$ cat src/rtl/key_unlock_seq.sv
module key_unlock_seq #(
  parameter int          ADDR_W     = 8,
  parameter logic [ADDR_W-1:0] KEY_OFFSET = 8'h40,
  parameter logic [31:0] KEY_A      = 32'h3A7F5CA3,
  parameter logic [31:0] KEY_B      = 32'hA1E34F20,
  parameter logic [31:0] KEY_C      = 32'h9608B2C1
) (
  input  logic              clk,
  input  logic              rst_n,
  input  logic              wr_en,
  input  logic [ADDR_W-1:0] wr_addr,
  input  logic [31:0]       wr_data,
  output logic [31:0]       key_rdata,
  output logic              access_granted
);

  typedef enum logic [1:0] {WAIT_A, WAIT_B, WAIT_C, OPEN} step_t;

  step_t step_q, step_d;
  logic  key_wr;

  assign key_wr    = wr_en && (wr_addr == KEY_OFFSET);
  assign key_rdata = '0;
  assign access_granted = (step_q == OPEN);

  always_comb begin
    step_d = step_q;
    if (key_wr) begin
      unique case (step_q)
        WAIT_A:  step_d = (wr_data == KEY_A) ? WAIT_B : WAIT_A;
        WAIT_B:  step_d = (wr_data == KEY_B) ? WAIT_C :
                          (wr_data == KEY_A) ? WAIT_B : WAIT_A;
        WAIT_C:  step_d = (wr_data == KEY_C) ? OPEN   :
                          (wr_data == KEY_A) ? WAIT_B : WAIT_A;
        default: step_d = WAIT_A;
      endcase
    end
  end

  always_ff @(posedge clk or negedge rst_n) begin
    if (!rst_n) step_q <= WAIT_A;
    else        step_q <= step_d;
  end

  assert_grant_on_third_R3: assert property (@(posedge clk) disable iff (!rst_n)
    (key_wr && step_q == WAIT_C && wr_data == KEY_C) |=> access_granted);

  assert_grant_cause_R3: assert property (@(posedge clk) disable iff (!rst_n)
    $rose(access_granted) |-> $past(key_wr && wr_data == KEY_C));

  assert_relock_R5: assert property (@(posedge clk) disable iff (!rst_n)
    (access_granted && key_wr) |=> (!access_granted && step_q == WAIT_A));

  assert_hold_open_R8: assert property (@(posedge clk) disable iff (!rst_n)
    (access_granted && !key_wr) |=> access_granted);

  assert_other_offset_R7: assert property (@(posedge clk) disable iff (!rst_n)
    (wr_en && !key_wr) |=> $stable(step_q));

  assert_first_key_restart_R4: assert property (@(posedge clk) disable iff (!rst_n)
    (key_wr && wr_data == KEY_A && step_q != OPEN) |=> (step_q == WAIT_B));

endmodule

$ cat config.mk
export PLATFORM = sky130hd
export DESIGN_NAME = key_unlock_seq
export DESIGN_NICKNAME = d
export VERILOG_FILES = /design/src/rtl/key_unlock_seq.sv
export SDC_FILE = /design/constraint.sdc
export NUM_CORES = 1
export LEC_CHECK = 0
export BUFFER_PORTS_ARGS = -buffer_cell sky130_fd_sc_hd__clkbuf_2
export CAP_MARGIN = 15
export CORE_MARGIN = 3
export CORE_UTILIZATION = 34
export DETAILED_ROUTE_END_ITERATION = 10
export GPL_TIMING_DRIVEN = 0
export PLACE_DENSITY = 0.83
export SETUP_SLACK_MARGIN = 0.02
export SLEW_MARGIN = 20
export SYNTH_ARGS = -nofsm -noshare
export SYNTH_HDL_FRONTEND = slang
export SYNTH_SLANG_ARGS = --single-unit
$ cat constraint.sdc
create_clock -name clk -period 3.4 [get_ports clk]
set_input_delay 0.34 -clock clk [delete_from_list [all_inputs] [get_ports clk]]
set_output_delay 0.34 -clock clk [all_outputs]
set_load 0.05 [all_outputs]
==> impl_metrics.py <==
metrics = {
    "synth": {
        "ys_warn_count": 0,
        "synth_compound_area_share_pct": 7.23,
        "seq_area_frac_synth_pct": 8.51,
        "synth_cell_types": 22,
        "synth-main-ff-cell": "dfrtp_1",
        "yosys.area_share.xor_xnor_pct": 0,
        "synthMuxAreaShare_pct": 0,
        "synthTopCellsByCount": "buf_4 (32), nor4b_1 (5), nor4bb_1 (4)",
        "avgSynthCellArea_um2": 8.28,
        "yosys.area_share.simple_pct": 41.5,
        "async_flop_share_pct": 100,
        "ys_seq_elements": 2,
        "syn_area_um2": 588,
        "synth.top_cell.area_share_pct": 40.9,
        "synth_edf_count": 0,
        "yosys-top-cells-area": "buf_4 (41%), dfrtp_1 (8.5%), nor4b_1 (7.4%)",
        "synth_most_common_cell": "buf_4",
        "synth_top_cell_by_area": "buf_4",
        "synth_top_family_by_area": "buffers and inverters",
        "synthAdderAreaFrac_pct": 0,
        "synthesis.instances": 71,
    },
    "clocking": {
        "root_buffer": "clkbuf_4",
        "cts_resized": 0,
        "cts_buffer_depth": 2,
        "cts.clk_slew.worst_paths_ns": 0.03,
        "cts_buffers": 3,
        "cts.sinks": 2,
        "clk_latency_ns": 0.22,
        "post_cts_buffers": 0,
        "tritoncts": "yes",
        "htreeDepth": 1,
    },
    "worst_setup_path": {
        "r2r_setup_slack_ns": 2.00,
        "worstReg2RegStart": "step_q[0]",
        "cp-start-kind": "input port",
        "timing.rr.end": "step_q[0]",
        "cp.buffers_inverters": 1,
        "crit_fanout": 3,
        "slowest_stage": "or4_4",
        "crit_start": "wr_data[6]",
        "crit_chain": "clkbuf_2 > nand4bb_1 > or4_4 > or3_1 > o221ai_2 > a22oi_2",
        "required_ns": 3.49,
        "reg2regPathDepth": 5,
        "critPathArrivalTime_ns": 1.70,
        "critPathCapture": "step_q[0]",
        "cp.depth": 6,
        "max_stage_delay_ns": 0.54,
        "end_kind": "flip-flop",
        "critPathKind": "in -> reg",
        "cpLargestDelayFamily": "simple AND/OR/NAND/NOR gates",
    },
    "global_route": {
        "grt_pass1_wl_mm": 1.95,
        "grt_pass1_vias": 541,
        "grt_max_degree": 5,
        "grt_usage_pct": 11.8,
        "antenna_found_initial": 0,
        "gr-total-overflow": 0,
    },
    "sta": {
        "timing.fmax_ghz": 0.622,
        "setup_viol": 0,
        "fin_crit_sh_pct": 47.3,
        "tns_ns": 0,
        "hold_violations": 0,
        "min_period_ns": 1.61,
        "drv_slew": 0,
        "fin_skew_ns": 0.00136,
        "rsz0062_at_grt": "no",
    },
    "power": {
        "p_per_area_nw_per_um2": 243,
        "p_total_mw": 0.236,
        "leakage_nw": 0.556,
        "peakVddDrop_mv": 0.115,
    },
    "cells_and_area": {
        "area_delta_synth_final_pct": 65.3,
        "nets": 194,
        "reg_top3": "step_q: 2 flops",
        "top_register": "step_q",
        "largest_register_ffs": 2,
        "antennaDiodeCount": 0,
        "drive_above_1_share_pct": 55.7,
        "finish.utilization_pct": 62.4,
    },
    "detailed_routing": {
        "drc": 0,
        "drtIter0Drc": 3,
        "vias": 706,
        "ant_nets": 0,
        "vias_per_cell": 4.28,
        "wl_per_cell_um": 9.25,
        "first_pass_iters": 4,
        "wl_mm": 1.53,
    },
    "floorplan": {
        "core-area_um2": 1560,
        "dieArea_um2": 2260,
        "die_y_um": 47.6,
        "io-pin-count": 76,
        "die_w_um": 47.6,
        "num_rows": 14,
        "start_util_pct": 37.7,
    },
    "run_status": {
        "outcome": "finished, final reports clean",
    },
    "placement": {
        "port_buffers": 43,
        "place_congestion": 0.685,
        "dp_hpwl_mm": 1.43,
    },
    "min_path": {
        "min_path_type": "in -> async",
    },
    "job": {
        "maxCapViolations": 0,
    },
}
per-stage QoR:
step	std cells	hold slack, ns	cell area, um^2	setup WS [ns]
2_1_floorplan	102	0.0444	704	1.73
3_5_place_dp	161	0.131	940	1.58
3_3_place_gp	161	0.126	940	1.60
5_1_grt	165	0.441	972	1.76
4_1_cts	165	0.443	972	1.80
6_report	165	0.439	972	1.79
where the power goes:
group          leakage [nW]  internal, mW  switching [mW]
registers            0.0186        0.0260         0.00189
logic                 0.524        0.0519           0.105
clock network        0.0138        0.0389          0.0126
layout by cell type (no fill, tap or decap), drive strengths merged:
master	instances
clkbuf	46
buf	32
conb	32
nor4b	5
nor4bb	4
nand4	3
nand4b	3
o21ai	3
nor3	3
nor4	3
inv	2
nand4bb	2
dfrtp	2
nor2	1
nand2	1
or4	1
and3b	1
nand3	1
or3	1
o221ai	1
a22oi	1
dlygate4sd3	1
layer usage:
layer  vias up  share of wire [%]  GRT usage, %
met1       296                 33          11.1
met4         0                1.5          8.06
li1        360                  -             -
met2        48                 51          24.1
met3         2                 15         0.376
met5         -                  0             0
worst min-delay path by stage:
stage / from / to / slack (ns) / cells past startpoint
floorplan: rst_n / step_q[0] / 0.04 / 0
global placement: rst_n / step_q[0] / 0.13 / 1
detailed placement: rst_n / step_q[1] / 0.13 / 1
CTS: wr_addr[1] / step_q[1] / 0.44 / 3
global route: rst_n / step_q[1] / 0.44 / 2
finish: rst_n / step_q[1] / 0.44 / 2
worst register-to-register path: stages, from the launching register on:
cell	delay, ns
dfrtp_1	0.39
nor4b_1	0.28
nand4_1	0.15
nor3_1	0.24
o221ai_2	0.13
a22oi_2	0.13
repair_timing:
item,in CTS,in global routing
hold endpoints to repair,2,0
hold buffers,1,0
endpoints found under the setup margin,0,0
layout make-up:
cell class | instances | area, um^2
plain buffers | 32 | 240
clock buffers | 3 | 22.5
fillers | 148 | 587
inverters | 2 | 7.51
multi-input cells | 66 | 407
flip-flops and latches | 2 | 50.0
well taps | 16 | 20.0
repair buffers | 44 | 225
cells by family after synthesis:
logic type	after synthesis
buffers and inverters	34
and+or+nand+nor	29
AOI/OAI and AO/OA	5
DFF	2
other	1
(Power assumes the default switching activity.)
